<file path="src/rtl/clk_div_tree_pkg.sv">
package clk_div_tree_pkg;
  localparam int unsigned CODE_W   = 2;
  localparam int unsigned DIV_W    = 16;
  localparam int unsigned N_PERI   = 4;
  localparam int unsigned ADDR_W   = 3;
  localparam int unsigned DATA_W   = 32;
  localparam int unsigned PRE_LSB  = 0;
  localparam int unsigned SYS_LSB  = 2;
  localparam int unsigned EN_BIT   = 0;
  localparam int unsigned DIV_LSB  = 8;
  localparam logic [CODE_W-1:0] PRE_RST = 2'd2;
  localparam logic [CODE_W-1:0] SYS_RST = 2'd0;
  // counter width that holds the largest power-of-two limit
  localparam int unsigned P2_CNT_W = (1 << CODE_W) - 1;
endpackage

</file>
<file path="src/rtl/clk_div_pow2.sv">
module clk_div_pow2
  import clk_div_tree_pkg::*;
#(
  parameter logic [CODE_W-1:0] RST_CODE = '0
) (
  input  logic              clk_i,
  input  logic              rst_ni,
  input  logic              tick_i,
  input  logic [CODE_W-1:0] code_i,
  output logic              tick_o
);
  logic [CODE_W-1:0]   act_q;
  logic [P2_CNT_W-1:0] cnt_q, lim;
  logic                term;

  assign lim    = P2_CNT_W'((1 << act_q) - 1);
  assign term   = (cnt_q == lim);
  assign tick_o = tick_i & term;

  always_ff @(posedge clk_i or negedge rst_ni) begin
    if (!rst_ni) begin
      act_q <= RST_CODE;
      cnt_q <= '0;
    end else if (tick_i) begin
      if (term) begin
        cnt_q <= '0;
        act_q <= code_i;  // new ratio only at terminal count
      end else begin
        cnt_q <= cnt_q + 1'b1;
      end
    end
  end
endmodule

</file>
<file path="src/rtl/clk_div_int.sv">
module clk_div_int
  import clk_div_tree_pkg::*;
(
  input  logic             clk_i,
  input  logic             rst_ni,
  input  logic             tick_i,
  input  logic             en_i,
  input  logic [DIV_W-1:0] n_i,
  output logic             tick_o
);
  logic [DIV_W-1:0] act_q, cnt_q;
  logic             term;

  assign term   = (cnt_q == act_q);
  assign tick_o = en_i & tick_i & term;

  always_ff @(posedge clk_i or negedge rst_ni) begin
    if (!rst_ni) begin
      act_q <= '0;
      cnt_q <= '0;
    end else if (!en_i) begin
      cnt_q <= '0;
      act_q <= n_i;
    end else if (tick_i) begin
      if (term) begin
        cnt_q <= '0;
        act_q <= n_i;
      end else begin
        cnt_q <= cnt_q + 1'b1;
      end
    end
  end
endmodule

</file>
<file path="src/rtl/clk_div_tree.sv">
module clk_div_tree
  import clk_div_tree_pkg::*;
(
  input  logic              clk_i,
  input  logic              rst_ni,
  input  logic              wr_en_i,
  input  logic [ADDR_W-1:0] wr_addr_i,
  input  logic [DATA_W-1:0] wr_data_i,
  output logic              hf_en_o,
  output logic              sys_en_o,
  output logic [N_PERI-1:0] peri_en_o
);
  logic [CODE_W-1:0] pre_code_q, sys_code_q;
  logic [N_PERI-1:0] peri_on;
  logic [DIV_W-1:0]  peri_n [N_PERI];
  logic              unused_wr;

  assign unused_wr = ^wr_data_i;

  always_ff @(posedge clk_i or negedge rst_ni) begin
    if (!rst_ni) begin
      pre_code_q <= PRE_RST;
      sys_code_q <= SYS_RST;
    end else if (wr_en_i && wr_addr_i == '0) begin
      pre_code_q <= wr_data_i[PRE_LSB +: CODE_W];
      sys_code_q <= wr_data_i[SYS_LSB +: CODE_W];
    end
  end

  clk_div_pow2 #(.RST_CODE(PRE_RST)) u_pre (
    .clk_i  (clk_i),
    .rst_ni (rst_ni),
    .tick_i (1'b1),
    .code_i (pre_code_q),
    .tick_o (hf_en_o)
  );

  clk_div_pow2 #(.RST_CODE(SYS_RST)) u_sys (
    .clk_i  (clk_i),
    .rst_ni (rst_ni),
    .tick_i (hf_en_o),
    .code_i (sys_code_q),
    .tick_o (sys_en_o)
  );

  for (genvar i = 0; i < N_PERI; i++) begin : g_peri
    localparam logic [ADDR_W-1:0] MY_ADDR = ADDR_W'(i + 1);

    always_ff @(posedge clk_i or negedge rst_ni) begin
      if (!rst_ni) begin
        peri_on[i] <= 1'b0;
        peri_n[i]  <= '0;
      end else if (wr_en_i && wr_addr_i == MY_ADDR) begin
        peri_on[i] <= wr_data_i[EN_BIT];
        peri_n[i]  <= wr_data_i[DIV_LSB +: DIV_W];
      end
    end

    clk_div_int u_div (
      .clk_i  (clk_i),
      .rst_ni (rst_ni),
      .tick_i (hf_en_o),
      .en_i   (peri_on[i]),
      .n_i    (peri_n[i]),
      .tick_o (peri_en_o[i])
    );
  end
endmodule

</file>
<file path="config.mk">
export PLATFORM = sky130hd
export DESIGN_NAME = clk_div_tree
export DESIGN_NICKNAME = d
export VERILOG_FILES = /design/src/rtl/clk_div_tree_pkg.sv /design/src/rtl/clk_div_pow2.sv /design/src/rtl/clk_div_int.sv /design/src/rtl/clk_div_tree.sv
export SDC_FILE = /design/constraint.sdc
export NUM_CORES = 1
export LEC_CHECK = 0
export BUFFER_PORTS_ARGS = -buffer_cell sky130_fd_sc_hd__buf_2
export CAP_MARGIN = 20
export CORE_ASPECT_RATIO = 1.2
export CORE_UTILIZATION = 30
export CTS_CLUSTER_DIAMETER = 60
export DETAILED_ROUTE_END_ITERATION = 10
export GPL_TIMING_DRIVEN = 0
export PLACE_DENSITY_LB_ADDON = 0.25
export SKIP_LAST_GASP = 1
export SYNTH_ARGS = -nofsm -noshare
export SYNTH_HDL_FRONTEND = slang
export SYNTH_HIERARCHICAL = 1
export SYNTH_SLANG_ARGS = --single-unit
</file>
<file path="constraint.sdc">
create_clock -name clk_i -period 4.1 [get_ports clk_i]
set_clock_uncertainty 0.15 [all_clocks]
set_input_delay 0.82 -clock clk_i [delete_from_list [all_inputs] [get_ports clk_i]]
set_output_delay 0.82 -clock clk_i [all_outputs]
set_load 0.005 [all_outputs]
</file>
-- Yosys cells after proc, flatten, opt, wreduce, memory -nomap -nowiden
Index checks and enable logic that the tools add are counted.
- memories kept: 0
- memory bits (writable): 0
- register bits: 210
- output and inout port bits: 6
- bits in read-only memories: 0
- logic and storage cells: 96
- bits in latches: 0
- input port bits: 38
- eq/ne operators: 18
- muxes and demuxes: 26
- order comparisons: 0
- bitwise operators: 9
- shift operators: 2
- add/subtract/negate cells: 8
- div/mod/pow operators: 0
- multiply operators: 0
- reductions and logical operators: 11
- operator list (cell ; number):
    2-to-1 mux 16 bit ; 24
    adder 16 x 1 -> 16 bit, second input constant ; 4
    == test 16 bit ; 4
    inequality test 2 x 1 -> 1 bit, second input constant ; 8
    AND reduction 2 bit ; 5
    AND 1 bit ; 9
    adder 3 x 1 -> 3 bit, second input constant ; 2
    == test 3 x 2 -> 1 bit, second input constant ; 2
    == test 3 bit ; 2
    2-to-1 mux 3 bit ; 2
    << shifter 1 x 2 -> 3 bit, first input constant ; 2
    subtractor 3 x 2 -> 3 bit, second input constant ; 2
    logical AND 1 bit ; 5
    == test 3 x 1 -> 1 bit, second input constant ; 1
    == test 3 bit, second input constant ; 1
    zero test 3 bit ; 1

-- Longest topological paths before layout
Gate-level depths: netlist of run 1.
- depth in word-level cells: 5
- depth in mapped cells: 9
- mapped depth without buffers: 8

-- Cells and area by module
The synthesis of run 1 kept the hierarchy.
- by module, submodules not included (module ; times used ; cells an instance ; area each (um2) ; sequential area each (um2)):
    clk_div_int at g_peri[0].u_div ... ; 3 ; 143 ; 1682.9 ; 800.8
    clk_div_tree ; 1 ; 157 ; 2731.4 ; 1803.0
    clk_div_int at g_peri[1].u_div ; 1 ; 143 ; 1632.8 ; 800.8
    clk_div_pow2 at u_pre ; 1 ; 27 ; 290.3 ; 126.4
    clk_div_pow2 at u_sys ; 1 ; 27 ; 289.0 ; 125.1

-- Worst setup path after synthesis of run 1
OpenSTA, ideal clock, no wires.
- kind: register -> output
- start: register u_pre.cnt_q[1]
- end: output port peri_en_o[0]
- arrival: 2.153 ns
- path buffers: 0
- path slack: 0.977 ns
- stages on the path, launching flop included: 7
- data required time: 3.130 ns
- cell sequence: dfrtp_1 -> or3_4 -> o32ai_2 -> o21ai_2 -> inv_1 -> inv_1 -> nor3_1
- longest elaborated chain between the ends: 3
- ends and longest elaborated chain (what ; RTL line ; text):
    start, declared ; clk_div_pow2.sv:13 ; logic [P2_CNT_W-1:0] cnt_q, lim;
    start signal, assigned ; clk_div_pow2.sv:29 ; cnt_q <= cnt_q + 1'b1;
    == test 3 bit ; clk_div_pow2.sv:17 ; assign term = (cnt_q == lim);
    named net hf_en_o ; clk_div_tree.sv:9 ; output logic hf_en_o,
    AND 1 bit (2 in a row) ; clk_div_int.sv:15 ; assign tick_o = en_i & tick_i & term;
    end, declared ; clk_div_tree.sv:11 ; output logic [N_PERI-1:0] peri_en_o
The timed path passes the listed nets, and every way through them passes these cells.

-- Final worst setup path of run 1
- start: register u_pre.cnt_q[1]
- end: output port peri_en_o[3]
- longest elaborated chain between the ends: 3
- ends and longest elaborated chain (what ; RTL line):
    == test 3 bit ; clk_div_pow2.sv:17
    AND 1 bit (2 in a row) ; clk_div_int.sv:15
Every way passes these cells.

==> flow_summary.json, run 1 <==
{
  "detail_route.wirelength_um": 20300,
  "final-setup-viol-count": 0,
  "combPwrFrac_pct": 21.6,
  "layout_setup_ws_ps": 276,
  "antenna_found_initial": 3,
  "rows": 72,
  "synthDistinctLibCells": 45,
  "p_int_uw": 4740,
  "critPathLaunch": "u_pre/cnt_q[1]",
  "p_per_area_nw_per_um2": 571,
  "numCtsBuffers": 25,
  "mostFrequentLayoutCell": "dfrtp_1",
  "cp_slowest_cell": "dfrtp_1",
  "worst_pin_slew_ps": 821,
  "cp_max_fo": 20,
  "core-area_um2": 32500,
  "crit_arrival_ps": 2850,
  "r2r_end": "g_peri[3].u_div/cnt_q[15]",
  "met3_usage_pct": 2.19,
  "path_cells": "or3_4, o32ai_2, o21ai_2, clkinvlp_4, buf_16, inv_1, nor3_1, buf_2",
  "netlist_area_um2": 9990,
  "hold_path.class": "in2async",
  "synth-edff-count": 0,
  "max-cap-violations": 0,
  "nets": 893,
  "syn_area_per_cell_um2": 12.8,
  "ff2ff_setup_slack_ps": 1020,
  "num_io_pins": 44,
  "outcome": "finished clean",
  "slowest_delay_ps": 420,
  "drc_errors": 0,
  "dieWidth_um": 169,
  "grt_pass1_wl_um": 34100,
  "drive_above_1_share_pct": 23.4,
  "fmax_ghz": 0.261,
  "yosysWarnings": 6,
  "diodes": 0,
  "area.growth.synth_to_final_pct": 16.8,
  "htree_num_levels": 1,
  "track_usage_pct": 12.7,
  "top_usage_layer": "met2",
  "initial_utilization_pct": 30.7,
  "wl_per_cell_um": 15.5,
  "place_ws_ps": 534,
  "root_buffer": "clkbuf_16",
  "finish.utilization_pct": 35.9,
  "reg2regPathDepth": 9,
  "rr_startpoint": "u_pre/cnt_q[1]",
  "final_max_slew_viol_count": 0,
  "ys_ff_latch": 210,
  "ir_worst_vdd_mv": 0.356,
  "clk_latency_ps": 540,
  "hpwl_um": 14000,
  "fin_crit_ps": 3820,
  "vias_per_cell": 4.49,
  "rsz0062_at_grt": "false",
  "seqPwrFrac_pct": 43.9,
  "die_area_um2": 34000,
  "use_met2_pct": 19.3,
  "tns_ps": 0,
  "end_kind": "output port",
  "drt_iter0_drc": 297,
  "endpoint": "peri_en_o[3]",
  "crit_required_ps": 3130,
  "grt_max_degree": 110,
  "synth_flop_cell": "dfrtp_1",
  "grt-ovfl-total": 0,
  "start_kind": "flop",
  "clock-sinks": 210,
  "fp.dieH_um": 202,
  "period_share_pct": 93.3,
  "slew_headroom_pct": 45.3,
  "hold_viol": 0,
  "drtPass1Iterations": 4,
  "cts_tree": "yes",
  "path_clk_slew_ps": 60,
  "clockPowerShare_pct": 34.5,
  "gp_congestion": 0.756,
  "grt_util_met1_pct": 18.5,
  "mostFrequentLayoutCells": "dfrtp_1, nor2_1, mux2_1, xor2_1, xnor2_1",
  "synth_cells": 783,
  "async_flop_share_pct": 100,
  "io_buffers": 31,
  "clock_path_buffers": 3,
  "switching_share_pct": 28.9,
  "ant_nets": 0,
  "p_sw_uw": 1930,
  "p_leak_uw": 0.00512,
  "critPathKind": "reg2out",
  "synth-seq-area-share_pct": 52.6,
  "grt_pass1_vias": 6143,
  "vias": 5888
}
## state kept, by name, indices dropped and copies added (netlist names)
| signal | count |
|---|---|
| u_sys/cnt_q | 3 |
| g_peri.u_div/cnt_q | 64 |
| peri_on | 4 |
| u_pre/cnt_q | 3 |
| u_sys/act_q | 2 |
| u_pre/act_q | 2 |
| pre_code_q | 2 |
| g_peri.u_div/act_q | 64 |
| peri_n | 64 |
| sys_code_q | 2 |
## worst min-delay path by stage
stage | from | to | slack (ps) | cells past startpoint
finish | rst_ni | g_peri[1].u_div/cnt_q[1] | 180 | 1
global route | rst_ni | g_peri[1].u_div/cnt_q[1] | 230 | 1
CTS | rst_ni | g_peri[1].u_div/act_q[13] | 210 | 1
detailed placement | peri_n[11] | peri_n[11] | 320 | 1
global placement | peri_n[8] | peri_n[8] | 310 | 1
floorplan | peri_n[10] | peri_n[10] | 300 | 1
## repair_timing
item	CTS	global route
hold buffers	0	0
endpoints found under the setup margin	1	0
hold endpoints to repair	0	0
setup buffers	0	0
resized for setup	1	0
## worst max-delay path: cells and delay by family (launching register included)
family,cells,cell delay [ps]
compound gates,2,490
buf+inv,4,770
flops,1,420
simple gates,2,640
## layout make-up
class                           count  area [µm²]
Multi-Input combinational cell    528        4460
Inverter                           32         124
Sequential cell                   210        5260
Clock buffer                       36         757
Tap cell                          444         556
Clock inverter                     10         121
Timing Repair Buffer               33         220
Buffer                             19         174
Fill cell                        3194       20800
## metal layers
layer	vias up	share of wire (%)
met3	32	3.1
met4	4	2.3
met1	2929	50
met5	-	0.10
li1	2847	-
met2	76	44
## power by group through the flow
stage | sequential (µW) | clock [µW] | combinational [µW]
2_1_floorplan | 2840 | 0 | 1180
6_report | 2920 | 2300 | 1440
4_1_cts | 2940 | 2370 | 1470
5_1_grt | 3000 | 2450 | 1590
3_5_place_dp | 2970 | 0 | 1460
3_3_place_gp | 2960 | 0 | 1400
## synthesized netlist by cell type, types with 7 or more instances
library cell	n	area share, %
nor4_4	9	1.9
mux2_4	40	6.0
inv_1	32	1.2
nor4_1	7	0.44
dfrtp_1	208	52
nand2_1	29	1.1
nand3_1	15	0.75
xnor2_1	52	4.6
nor2_1	82	3.1
a21oi_1	8	0.40
xor2_1	64	5.6
mux2_2	31	3.5
mux2_1	69	7.8
buf_6	11	1.2
and4_1	7	0.61
nor3_1	29	1.5
## metrics by stage
stage	hold WS [ps]	cells	power [µW]	cell area, µm²
after floorplan	304	789	4020	10000
after global placement	314	1264	4370	10700
after detailed placement	321	1266	4430	10800
after CTS	214	1312	6780	11700
after global routing	230	1312	7050	11700
final	182	1312	6660	11700
## cells by family after synthesis
logic type / count (synthesis) / synth area share (%)
xor gates and xnor gates: 116 / 10.2
buffers and inverters: 51 / 2.94
and+or+nand+nor: 217 / 13.0
adders and majority gates: 6 / 0.751
DFF: 210 / 52.6
AOI/OAI and AO/OA: 42 / 3.23
other: 1 / 0.0375
muxes: 140 / 17.3
(Power assumes the default switching activity.)
==> run 2: changes to the inputs <==
Settings changed: ABC_AREA from default to 1.
==> flow_summary.json, run 2 <==
{
  "outcome": "finished clean",
  "fin_crit_ps": 3550,
  "cts_setup_buffers": 0,
  "ys_ff_latch": 210,
  "drt_iter0_drc": 471,
  "mostFrequentLayoutCell": "nand2_1",
  "rows": 75,
  "worst_pin_slew_ps": 726,
  "final-setup-viol-count": 0,
  "io_buffers": 31,
  "finish.utilization_pct": 35.4,
  "vias_per_cell": 4.41,
  "r2r_end": "g_peri[3].u_div/cnt_q[14]",
  "switching_share_pct": 34.7,
  "synthDistinctLibCells": 25,
  "p_per_area_nw_per_um2": 558,
  "path_clk_slew_ps": 60,
  "async_flop_share_pct": 100,
  "clock_path_buffers": 3,
  "numCtsBuffers": 25,
  "period_share_pct": 86.6,
  "ff2ff_setup_slack_ps": 1080,
  "cts_tree": "yes",
  "rsz0062_at_grt": "false",
  "cts-hold-fix-buffers": 0,
  "combPwrFrac_pct": 24.7,
  "synth_top_area_cell": "dfrtp_1",
  "yosysMostFrequentCell": "nand2_1",
  "seq_area_um2": 5260,
  "critPathKind": "reg2out",
  "ant_nets": 0,
  "final_design_area_no_fill_um2": 12400,
  "cp_max_fo": 17,
  "p_leak_uw": 0.00634,
  "drtPass1Iterations": 7,
  "max-cap-violations": 0,
  "total_power_uw": 6940,
  "p_sw_uw": 2410,
  "initial_utilization_pct": 30.6,
  "synth_cells": 1458,
  "final_max_slew_viol_count": 0,
  "nets": 1568,
  "hold_viol": 0,
  "fillers": 3757,
  "slew_headroom_pct": 51.5,
  "p_int_uw": 4540,
  "core-area_um2": 35200,
  "syn_area_per_cell_um2": 7.39,
  "reg2regPathDepth": 16,
  "clk_latency_ps": 540,
  "track_usage_pct": 15.0,
  "clockPowerShare_pct": 32.8,
  "yosysWarnings": 6,
  "wl_per_cell_um": 13.1,
  "rr_startpoint": "u_pre/act_q[1]",
  "cts_resized": 0,
  "synth-edff-count": 0,
  "die_area_um2": 36700,
  "htree_num_levels": 1,
  "antenna_found_initial": 0,
  "top_regs": "g_peri.u_div/act_q x64, g_peri.u_div/cnt_q x64, peri_n x64",
  "ir_worst_vdd_mv": 0.287,
  "yosys-top-cells-count": "nand2_1, dfrtp_1, inv_1, nand3_1, nor2_1",
  "multi_input_comb_area_um2": 4640,
  "grt_pass1_wl_um": 44500,
  "hpwl_um": 18900,
  "seqPwrFrac_pct": 42.6,
  "end_kind": "output port",
  "synth_area_leaders": "dfrtp_1, nand2_1, nand3_1, inv_1, xor2_1",
  "hold_path.class": "in2async",
  "vias": 8845,
  "fp.dieH_um": 210,
  "detail_route.wirelength_um": 26300,
  "gp_congestion": 0.804,
  "grt_max_degree": 96,
  "root_buffer": "clkbuf_16",
  "drc_errors": 0,
  "crit_arrival_ps": 2580,
  "synth_flop_cell": "dfrtp_1",
  "fmax_ghz": 0.282,
  "synth.top_cell.area_share_pct": 48.3,
  "synth-seq-area-share_pct": 48.8,
  "num_io_pins": 44,
  "netlist_area_um2": 10800,
  "placed_cell_area_um2": 11600,
  "crit_required_ps": 3130,
  "dieWidth_um": 175,
  "grt-ovfl-total": 0,
  "clock-sinks": 210,
  "start_kind": "flop",
  "drive_above_1_share_pct": 9.40,
  "area.growth.synth_to_final_pct": 15.5,
  "grt_pass1_vias": 8731,
  "mostFrequentLayoutCells": "nand2_1, dfrtp_1, inv_1, nand3_1, nor2_1"
}
==> run 2: changes by cell type in the layout (fill, tap and decap cells not counted), sizes merged, moves of 13 or more <==
cell   change
nand2    +606
mux2     -140
inv      +139
nand3    +136
a21oi     +50
xnor2     -48
xor2      -26
nor4      -22
nor2      +13
==> run 2: worst max-delay path by stage <==
stage,start,end,slack [ps],cells after the start
after floorplan,u_pre/act_q[1],sys_en_o,1670,8
after global placement,rst_ni,g_peri[2].u_div/cnt_q[5],-1860,1
after detailed placement,u_pre/act_q[1],g_peri[3].u_div/cnt_q[14],1020,16
after CTS,u_pre/act_q[1],peri_en_o[3],480,9
after global routing,u_pre/act_q[1],peri_en_o[1],340,9
final,u_pre/act_q[1],peri_en_o[1],550,9
==> run 2: cell families (layout without fill, tap and decap cells) <==
group	Yosys count	count (layout)	share of synthesized area, %
fa+ha+maj	6	6	0.696
other cells	1	8	0.0348
flops	210	210	48.8
buf+inv	210	289	8.43
simple gates	903	903	34.6
compound gates	86	86	4.09
xor+xnor	42	42	3.41
==> run 2: per-stage QoR <==
step | worst slack (ps) | hold slack (ps) | TNS [ps] | cells
6_report | 551 | 4.50 | 0 | 2006
5_1_grt | 337 | 24.9 | 0 | 2005
4_1_cts | 485 | 2.67 | 0 | 2005
3_5_place_dp | 1020 | 312 | 0 | 1959
3_3_place_gp | -1860 | 308 | -383660 | 1957
2_1_floorplan | 1670 | 293 | 0 | 1464
==> run 2: layout make-up <==
class | instances | area share [%]
Antenna cell | 1 | 0.0201
Clock inverter | 12 | 1.01
Tap cell | 462 | 4.64
Clock buffer | 34 | 5.78
Multi-Input combinational cell | 1044 | 37.2
Timing Repair Buffer | 33 | 1.77
Buffer | 42 | 2.23
Sequential cell | 210 | 42.2
Inverter | 168 | 5.07
==> run 2: layer usage <==
metal / track usage [%] / share of wire (%)
met5: 0 / 0
met1: 18.9 / 46
met4: 5.01 / 2.8
met2: 26.2 / 48
met3: 2.03 / 3.2
==> run 2: critical path, cell delays in order (launching register included) <==
cell and delay, ps:
dfstp_2 580, nand2_1 70, nand2_1 70, nand2_1 50
inv_1 50, nand4_1 120, inv_1 570, nand2_1 150
nor2_1 220, buf_2 160
==> run 2: power by group through the flow <==
stage	clock network (µW)	logic, µW	registers (µW)
after floorplan	0	1330	2840
after global placement	0	1700	2990
after detailed placement	0	1740	2990
after CTS	2340	1750	2960
after global routing	2420	2040	3030
final	2270	1710	2950
==> run 3: changes to the inputs <==
==> constraint.sdc (replaced) <==
create_clock -name clk_i -period 4.1 [get_ports clk_i]
set_clock_uncertainty 0.15 [all_clocks]
set_input_delay 0.41 -clock clk_i [delete_from_list [all_inputs] [get_ports clk_i]]
set_output_delay 0.41 -clock clk_i [all_outputs]
set_load 0.005 [all_outputs]
==> flow_summary.json, run 3 (same netlist as run 2, synthesis figures left out) <==
{
  "cts_setup_buffers": 0,
  "cts-hold-fix-buffers": 5,
  "vias_per_cell": 4.41,
  "outcome": "finished clean",
  "switching_share_pct": 34.7,
  "hpwl_um": 18900,
  "num_io_pins": 44,
  "slowest_delay_ps": 580,
  "fmax_ghz": 0.318,
  "final-setup-viol-count": 0,
  "worst_path_most_repeated_cell": "nand2_1",
  "whs_path_depth": 3,
  "rows": 75,
  "final_max_slew_viol_count": 0,
  "clockPowerShare_pct": 32.8,
  "crit_required_ps": 3540,
  "mostFrequentLayoutCells": "nand2_1, dfrtp_1, inv_1, nand3_1, nor2_1",
  "drc_errors": 0,
  "die_area_um2": 36700,
  "start_kind": "flop",
  "track_usage_pct": 15.0,
  "nets": 1573,
  "rsz0062_at_grt": "false",
  "core-area_um2": 35200,
  "clock-sinks": 210,
  "path_clk_slew_ps": 60,
  "hold_viol": 0,
  "crit_arrival_ps": 2580,
  "vias": 8868,
  "dieWidth_um": 175,
  "worst_pin_slew_ps": 729,
  "wl_per_cell_um": 13.1,
  "cts_tree": "yes",
  "seqPwrFrac_pct": 42.5,
  "cts_resized": 0,
  "grt_pass1_wl_um": 44500,
  "critPathKind": "reg2out",
  "reg2regPathDepth": 16,
  "drt_iter0_drc": 468,
  "path_cells": "nand2_1, nand2_1, nand2_1, inv_1, nand4_1, inv_1, nand2_1, nor2_1, buf_2",
  "grt_pass1_vias": 8750,
  "p_int_uw": 4540,
  "numCtsBuffers": 25,
  "fp.dieH_um": 210,
  "gp_congestion": 0.804,
  "io_buffers": 31,
  "combPwrFrac_pct": 24.7,
  "ir_worst_vdd_mv": 0.288,
  "p_sw_uw": 2410,
  "period_share_pct": 76.6,
  "p_leak_uw": 0.00636,
  "cp_slowest_cell": "dfstp_2",
  "slew_headroom_pct": 51.4,
  "fin_crit_ps": 3140,
  "total_power_uw": 6950,
  "detail_route.wirelength_um": 26400,
  "p_per_area_nw_per_um2": 556,
  "initial_utilization_pct": 30.6,
  "antenna_found_initial": 0,
  "clock_path_buffers": 3,
  "hold_path.class": "in2reg",
  "drive_above_1_share_pct": 9.37,
  "mostFrequentLayoutCell": "nand2_1",
  "cp_max_fo": 17,
  "cp.depth": 9,
  "htree_num_levels": 1,
  "root_buffer": "clkbuf_16",
  "drtPass1Iterations": 7,
  "max-cap-violations": 0,
  "cp_top_family": "buffers and inverters",
  "area.growth.synth_to_final_pct": 15.9,
  "cp.buffers_inverters": 3,
  "end_kind": "output port",
  "grt_max_degree": 96,
  "holdWs_ps": 31.1,
  "clk_latency_ps": 540,
  "ant_nets": 0,
  "top_regs": "g_peri.u_div/act_q x64, g_peri.u_div/cnt_q x64, peri_n x64",
  "grt-ovfl-total": 0
}
## run 3: cell types whose count changed in the layout (fill, tap and decap cells not counted), sizes merged
| cell | change |
|---|---|
| dlygate4sd3 | +5 |
## run 3: cell type report
type                            count  area [µm²]
Clock buffer                       34         719
Antenna cell                        1        2.50
Fill cell                        3757       22700
Timing Repair Buffer               38         270
Buffer                             42         278
Clock inverter                     12         125
Inverter                          168         631
Multi-Input combinational cell   1044        4640
Tap cell                          462         578
Sequential cell                   210        5260
## run 3: path summary, 6_finish.rpt
kind / from / to / slack (ps)
max in group asynchronous: rst_ni / pre_code_q[1] / 2420
max: u_pre/act_q[1] / peri_en_o[1] / 960
min: wr_data_i[10] / peri_n[18] / 30
min reg2reg: peri_n[52] / peri_n[52] / 320
max reg2reg: u_pre/act_q[1] / g_peri[3].u_div/cnt_q[14] / 1080
min in group asynchronous: rst_ni / g_peri[1].u_div/cnt_q[12] / 210
## run 3: power groups by stage
stage                     clock [µW]  combinational [µW]  sequential (µW)
after floorplan                    0                1330             2840
after global placement             0                1700             2990
after detailed placement           0                1740             2990
after CTS                       2340                1750             2960
after global routing            2420                2050             3030
final                           2280                1720             2950
## run 3: through the flow
step | TNS (ps) | worst slack (ps) | util (%) | cell area [µm²] | std cells
after global routing | 0 | 703 | 35.5 | 12500 | 2010
final | 0 | 960 | 35.5 | 12500 | 2011
after floorplan | 0 | 1740 | - | 10800 | 1464
after CTS | 0 | 895 | 35.5 | 12500 | 2010
after global placement | -297560 | -1450 | 32.8 | 11500 | 1957
after detailed placement | 0 | 1020 | 33.0 | 11600 | 1959
## run 3: worst min-delay path: stages
cell     delay (ps)
buf_2           150
nand2_1          70
nand2_1          40
## run 3: layer usage
metal,part of all wire [%],vias up,global-route usage [%]
li1,-,4629,-
met1,46,4091,18.9
met2,48,112,26.3
met3,3.0,36,1.99
met4,2.8,0,5.01
met5,0,-,0
